--- src/rtl/smm_pkg.sv ---
package smm_pkg;
  typedef struct packed {
    logic load;  // capture operands, clear high half
    logic step;  // one add-and-shift step
  } smm_ctl_t;
endpackage

--- src/rtl/smm_addstep.sv ---
module smm_addstep #(
  parameter int WIDTH = 8
) (
  input  logic [WIDTH-1:0] acc_i,
  input  logic [WIDTH-1:0] mcand_i,
  input  logic             add_en_i,
  output logic [WIDTH:0]   sum_o
);
  always_comb begin
    sum_o = {1'b0, acc_i};
    if (add_en_i) sum_o = {1'b0, acc_i} + {1'b0, mcand_i};
  end
endmodule

--- src/rtl/smm_ctrl.sv ---
module smm_ctrl
  import smm_pkg::*;
#(
  parameter int WIDTH = 8
) (
  input  logic     clk_i,
  input  logic     rst_ni,
  input  logic     start_i,
  output smm_ctl_t ctl_o,
  output logic     busy_o,
  output logic     done_o
);
  localparam int CW = $clog2(WIDTH + 1);
  localparam logic [CW-1:0] CNT_INIT = CW'(WIDTH);
  localparam logic [CW-1:0] CNT_ONE  = CW'(1);

  logic [CW-1:0] cnt_q;
  logic          done_q;

  assign busy_o     = (cnt_q != '0);
  assign done_o     = done_q;
  assign ctl_o.load = start_i & ~busy_o;
  assign ctl_o.step = busy_o;

  always_ff @(posedge clk_i or negedge rst_ni) begin
    if (!rst_ni) begin
      cnt_q  <= '0;
      done_q <= 1'b0;
    end else begin
      done_q <= busy_o && (cnt_q == CNT_ONE);
      if (ctl_o.load)  cnt_q <= CNT_INIT;
      else if (busy_o) cnt_q <= cnt_q - CNT_ONE;
    end
  end


  done_pulse_chk: assert property (@(posedge clk_i) disable iff (!rst_ni)
    done_q |=> !done_q);

  done_idle_chk: assert property (@(posedge clk_i) disable iff (!rst_ni)
    done_q |-> !busy_o);

  start_ignored_chk: assert property (@(posedge clk_i) disable iff (!rst_ni)
    (busy_o && start_i) |=> (cnt_q == $past(cnt_q) - CNT_ONE));

  cnt_range_chk: assert property (@(posedge clk_i) disable iff (!rst_ni)
    cnt_q <= CNT_INIT);

  start_load_chk: assert property (@(posedge clk_i) disable iff (!rst_ni)
    ctl_o.load |=> (cnt_q == CNT_INIT));
endmodule

--- src/rtl/smm_datapath.sv ---
module smm_datapath
  import smm_pkg::*;
#(
  parameter int WIDTH = 8
) (
  input  logic             clk_i,
  input  logic             rst_ni,
  input  smm_ctl_t         ctl_i,
  input  logic [WIDTH-1:0] mcand_mag_i,
  input  logic             mcand_sign_i,
  input  logic [WIDTH-1:0] mplier_mag_i,
  input  logic             mplier_sign_i,
  output logic [WIDTH-1:0] hi_o,
  output logic [WIDTH-1:0] lo_o,
  output logic             sign_o
);
  logic [WIDTH-1:0] mcand_q;  // multiplicand
  logic [WIDTH-1:0] hi_q;     // partial product high half
  logic [WIDTH-1:0] lo_q;     // multiplier, becomes product low half
  logic             sign_q;
  logic [WIDTH:0]   sum;      // sum[WIDTH] is the carry into the shift

  smm_addstep #(.WIDTH(WIDTH)) u_add (
    .acc_i    (hi_q),
    .mcand_i  (mcand_q),
    .add_en_i (lo_q[0]),
    .sum_o    (sum)
  );

  always_ff @(posedge clk_i or negedge rst_ni) begin
    if (!rst_ni) begin
      mcand_q <= '0;
      hi_q    <= '0;
      lo_q    <= '0;
      sign_q  <= 1'b0;
    end else if (ctl_i.load) begin
      mcand_q <= mcand_mag_i;
      hi_q    <= '0;
      lo_q    <= mplier_mag_i;
      sign_q  <= mcand_sign_i ^ mplier_sign_i;
    end else if (ctl_i.step) begin
      // carry, high half and low half shift right as one chain
      hi_q <= sum[WIDTH:1];
      lo_q <= {sum[0], lo_q[WIDTH-1:1]};
    end
  end

  assign hi_o   = hi_q;
  assign lo_o   = lo_q;
  assign sign_o = sign_q;


  load_clear_chk: assert property (@(posedge clk_i) disable iff (!rst_ni)
    ctl_i.load |=> (hi_q == '0));

  sign_load_chk: assert property (@(posedge clk_i) disable iff (!rst_ni)
    ctl_i.load |=> (sign_q == $past(mcand_sign_i ^ mplier_sign_i)));

  no_add_chk: assert property (@(posedge clk_i) disable iff (!rst_ni)
    (ctl_i.step && !ctl_i.load && !lo_q[0]) |=> (hi_q == ($past(hi_q) >> 1)));

  hold_chk: assert property (@(posedge clk_i) disable iff (!rst_ni)
    (!ctl_i.step && !ctl_i.load) |=> ($stable(hi_q) && $stable(lo_q) && $stable(sign_q)));

  mcand_hold_chk: assert property (@(posedge clk_i) disable iff (!rst_ni)
    ctl_i.step |=> $stable(mcand_q));
endmodule

--- src/rtl/smm_mult.sv ---
module smm_mult
  import smm_pkg::*;
#(
  parameter int WIDTH = 8,
  localparam int PW = 2 * WIDTH
) (
  input  logic             clk_i,
  input  logic             rst_ni,
  input  logic             start_i,
  input  logic [WIDTH-1:0] mcand_mag_i,
  input  logic             mcand_sign_i,
  input  logic [WIDTH-1:0] mplier_mag_i,
  input  logic             mplier_sign_i,
  output logic             busy_o,
  output logic             done_o,
  output logic [PW-1:0]    prod_mag_o,
  output logic             prod_sign_o
);
  smm_ctl_t         ctl;
  logic [WIDTH-1:0] hi;
  logic [WIDTH-1:0] lo;

  smm_ctrl #(.WIDTH(WIDTH)) u_ctrl (
    .clk_i   (clk_i),
    .rst_ni  (rst_ni),
    .start_i (start_i),
    .ctl_o   (ctl),
    .busy_o  (busy_o),
    .done_o  (done_o)
  );

  smm_datapath #(.WIDTH(WIDTH)) u_dp (
    .clk_i         (clk_i),
    .rst_ni        (rst_ni),
    .ctl_i         (ctl),
    .mcand_mag_i   (mcand_mag_i),
    .mcand_sign_i  (mcand_sign_i),
    .mplier_mag_i  (mplier_mag_i),
    .mplier_sign_i (mplier_sign_i),
    .hi_o          (hi),
    .lo_o          (lo),
    .sign_o        (sign_o_int)
  );

  logic sign_o_int;
  assign prod_mag_o  = {hi, lo};
  assign prod_sign_o = sign_o_int;


  done_range_chk: assert property (@(posedge clk_i) disable iff (!rst_ni)
    done_o |-> ($past(busy_o) && !busy_o));
endmodule

--- config.mk ---
export PLATFORM = sky130hd
export DESIGN_NAME = smm_mult
export DESIGN_NICKNAME = d
export VERILOG_FILES = /design/src/rtl/smm_pkg.sv /design/src/rtl/smm_addstep.sv /design/src/rtl/smm_ctrl.sv /design/src/rtl/smm_datapath.sv /design/src/rtl/smm_mult.sv
export SDC_FILE = /design/constraint.sdc
export NUM_CORES = 1
export LEC_CHECK = 0
export BUFFER_PORTS_ARGS = -buffer_cell sky130_fd_sc_hd__buf_2
export CAP_MARGIN = 20
export CORE_MARGIN = 2
export CORE_UTILIZATION = 35
export DETAILED_ROUTE_END_ITERATION = 8
export HOLD_SLACK_MARGIN = 0.05
export PLACE_DENSITY = 0.59
export SLEW_MARGIN = 15
export SYNTH_ARGS = -nofsm -noshare
export SYNTH_HDL_FRONTEND = slang
export SYNTH_SLANG_ARGS = --single-unit
--- constraint.sdc ---
create_clock -name clk_i -period 2.1 [get_ports clk_i]
set_input_delay 0.105 -clock clk_i [delete_from_list [all_inputs] [get_ports clk_i]]
set_output_delay 0.105 -clock clk_i [all_outputs]
set_load 0.03 [all_outputs]
==> flow_summary.toml <==
[final_layout]
fin_cells = 287
post_route_cells_drive_above_1_share = 0.2773
num_antenna_cells = 0
layout_common_cells = "buf_2, dfrtp_1, nand2_1"
nNetsFinal = 253
final_common_cell = "buf_2"
areaGrowthSynthToFinish_pct = 22.98

[clocking]
cts.sink_count = 30
clkTransAtPathRegs_ns = 0.06
cts_tree = "yes"
insertion_delay_ns = 0.28
cts_root_buf = "clkbuf_8"
h-tree-depth = 2
post_cts_buffers = 0
cts_buffers = 5
cts_buffer_depth = 2
post_cts_resized = 0

[setup_path]
worst_r2r_endpoint = "u_dp.hi_o[4]"
crit_arrival_ns = 1.84
r2r_cells = 6
cp-startpoint = "u_ctrl.cnt_q[0]"
worstPathCellList = "inv_1 -> ha_1 -> and2_1 -> inv_4 -> buf_4 -> buf_2"
r2r-start = "u_dp.hi_o[1]"
crit_path_start_kind = "flop"
r2r_slack_ns = 0.19
crit_path_max_incr_delay_ns = 0.44
crit_required_ns = 2.00
crit_path_max_fanout = 31
slowest_stage = "dfrtp_1"
path_class = "flop to primary output"
endpoint_kind = "primary output"

[synth]
yosysSeqAreaShare = 0.4255
yosys_warnings = 0
async_reset_ff_frac = 1.000
ys_types = 40
syn_avg_cell_area_um2 = 10.32
syn-num-nets = 204
dominantRegCellSynth = "dfrtp_1"
ys_ff_latch = 30
synth-edff-count = 0
syn_area_um2 = 1764
netlist_instances = 171

[sta]
post-route-min-period_ns = 1.942
worstMarginPinSlew_ns = 0.6639
min_period_over_period = 0.9249
maxSlewViolCount = 0
skew_ns = 0.002164
setup_violations = 0
finalHoldViolCount = 0
final.setup.tns_ns = 0
rsz0062_at_grt = "no"
relSlewSlack = 0.5574
fmax_mhz = 514.8

[die]
rows = 25
io_pins = 40
dieArea_um2 = 5624
die_h_um = 75.00
fp.dieW_um = 75.00
start_util = 0.3686
core_area_um2 = 4786

[grt]
grt_usage = 0.1447
grt_antenna_before_repair = 0
overflow = 0
grt_pass1_wl_mm = 6.085
grt_pass1_vias = 1338
grt_max_degree = 32

[power]
power_density_nw_per_um2 = 1738
swShare = 0.4558
p_seq_frac = 0.304
total_leakage_power_nw = 1.037
power.switching_mw = 1.719
vdd_drop_max_v = 0.0008280
power.share.clock = 0.113
p_int_mw = 2.052
combPwrFrac = 0.582

[drt]
drc_errors = 0
wirelength_mm = 3.568
ant_nets = 0
dr.first_iter.drc_count = 29
first_pass_iters = 4
vias = 1400
post_drt_wl_per_cell_um = 12.43
vias_per_cell = 4.878

[flow_run]
drv_cap = 0

[min_path]
holdPathStages = 2
hold_path.class = "input port to flop"
holdPathEnd = "u_dp.mcand_q[6]"
min-delay-start = "mcand_mag_i[6]"

[placed_design]
hpwl_mm = 2.569
dp_cells = 272
gp_congestion = 0.7504
io_buffers = 39

[run_status]
status = "completed"
[worst max-delay path by stage]
| stage | endpoint | slack [ns] | cells past startpoint |
|---|---|---|---|
| 3_3_place_gp | u_dp.hi_o[4] | 0.26 | 6 |
| 5_1_grt | busy_o | 0.001 | 6 |
| 4_1_cts | busy_o | 0.12 | 6 |
| 3_5_place_dp | u_dp.hi_o[4] | 0.19 | 6 |
| 6_report | busy_o | 0.16 | 6 |
| 2_1_floorplan | u_dp.hi_o[5] | 0.15 | 8 |
[synth_stat cells (2+ instances only)]
| cell type | count | area [um2] |
|---|---|---|
| mux2i_1 | 10 | 100.1 |
| nand3_1 | 3 | 15.01 |
| o31ai_1 | 4 | 30.03 |
| nand2b_1 | 3 | 18.77 |
| a211oi_1 | 2 | 15.01 |
| nand2_1 | 13 | 48.80 |
| buf_4 | 2 | 15.01 |
| mux2_4 | 7 | 105.1 |
| xnor2_1 | 4 | 35.03 |
| a21o_1 | 2 | 15.01 |
| nor2b_1 | 4 | 25.02 |
| dfrtp_1 | 30 | 750.7 |
| nor2_1 | 11 | 41.29 |
| buf_6 | 2 | 22.52 |
| inv_1 | 5 | 18.77 |
| o21ai_0 | 12 | 60.06 |
| a31oi_1 | 5 | 31.28 |
| o2111ai_1 | 2 | 17.52 |
| nor3_1 | 3 | 15.01 |
| clkbuf_1 | 2 | 7.510 |
| ha_1 | 11 | 137.6 |
| a21oi_1 | 12 | 60.06 |
| o21ai_1 | 3 | 15.01 |
| buf_2 | 3 | 15.01 |
[registers in the layout, indices dropped and copies added (netlist names)]
signal         cells
u_dp.hi_o          8
u_ctrl.cnt_q       4
u_dp.lo_o          8
u_ctrl.done_o      1
u_dp.sign_o        1
u_dp.mcand_q       8
[critical path, delay by kind of cell, from the launching register on]
family | cells | cell delay [ns]
flops | 1 | 0.44
fa+ha+maj | 1 | 0.25
simple gates | 1 | 0.19
buf+inv | 4 | 0.69
[power by group through the flow]
stage               Combinational, mW  Sequential, mW  Clock, mW
floorplan                        1.51            1.38          0
global placement                 2.19            1.16          0
detailed placement               2.20            1.17          0
CTS                              2.22            1.16      0.448
global route                     2.47            1.21      0.471
finish                           2.20            1.15      0.427
[metal layers]
layer,vias to the layer above,part of all wire,GRT usage
met3,7,0.055,0.03614
met2,40,0.45,0.2300
met5,-,0,0
li1,707,-,-
met4,0,0.015,0.05357
met1,646,0.48,0.1909
[metrics by stage]
step | instance area, um2 | util | setup slack [ns] | total power [mW] | hold WS [ns]
floorplan | 1764 | - | 0.1492 | 2.888 | -0.1906
global placement | 2013 | 0.4207 | 0.2638 | 3.348 | 0.1869
detailed placement | 2013 | 0.4207 | 0.1898 | 3.365 | 0.1870
finish | 2170 | 0.4533 | 0.1577 | 3.771 | 0.05737
CTS | 2170 | 0.4533 | 0.1178 | 3.826 | 0.05315
global route | 2170 | 0.4533 | 0.001032 | 4.148 | 0.06324
[logic make-up (layout without fill, tap and decap cells)]
kind of cell / count (synthesis) / count (layout) / share of synthesized area
AOI/OAI and AO/OA: 47 / 47 / 0.1667
and+or+nand+nor: 42 / 42 / 0.1142
DFF: 30 / 30 / 0.4255
muxes: 19 / 19 / 0.1291
buffers and inverters: 16 / 65 / 0.05035
adders and majority gates: 12 / 12 / 0.08936
xor gates and xnor gates: 5 / 5 / 0.02482
[layout make-up]
type,count,area (um2)
clock buffers,7,76.32
multi-input cells,125,924.6
repair buffers,51,305.3
inverters,7,28.78
flip-flops and latches,30,750.7
well taps,67,83.83
fillers,496,2616
[repair_timing]
action,in CTS,in global routing
endpoints found under the setup margin,0,0
hold buffers,8,0
hold endpoints to repair,37,0
Power figures use the tool's default switching activity.
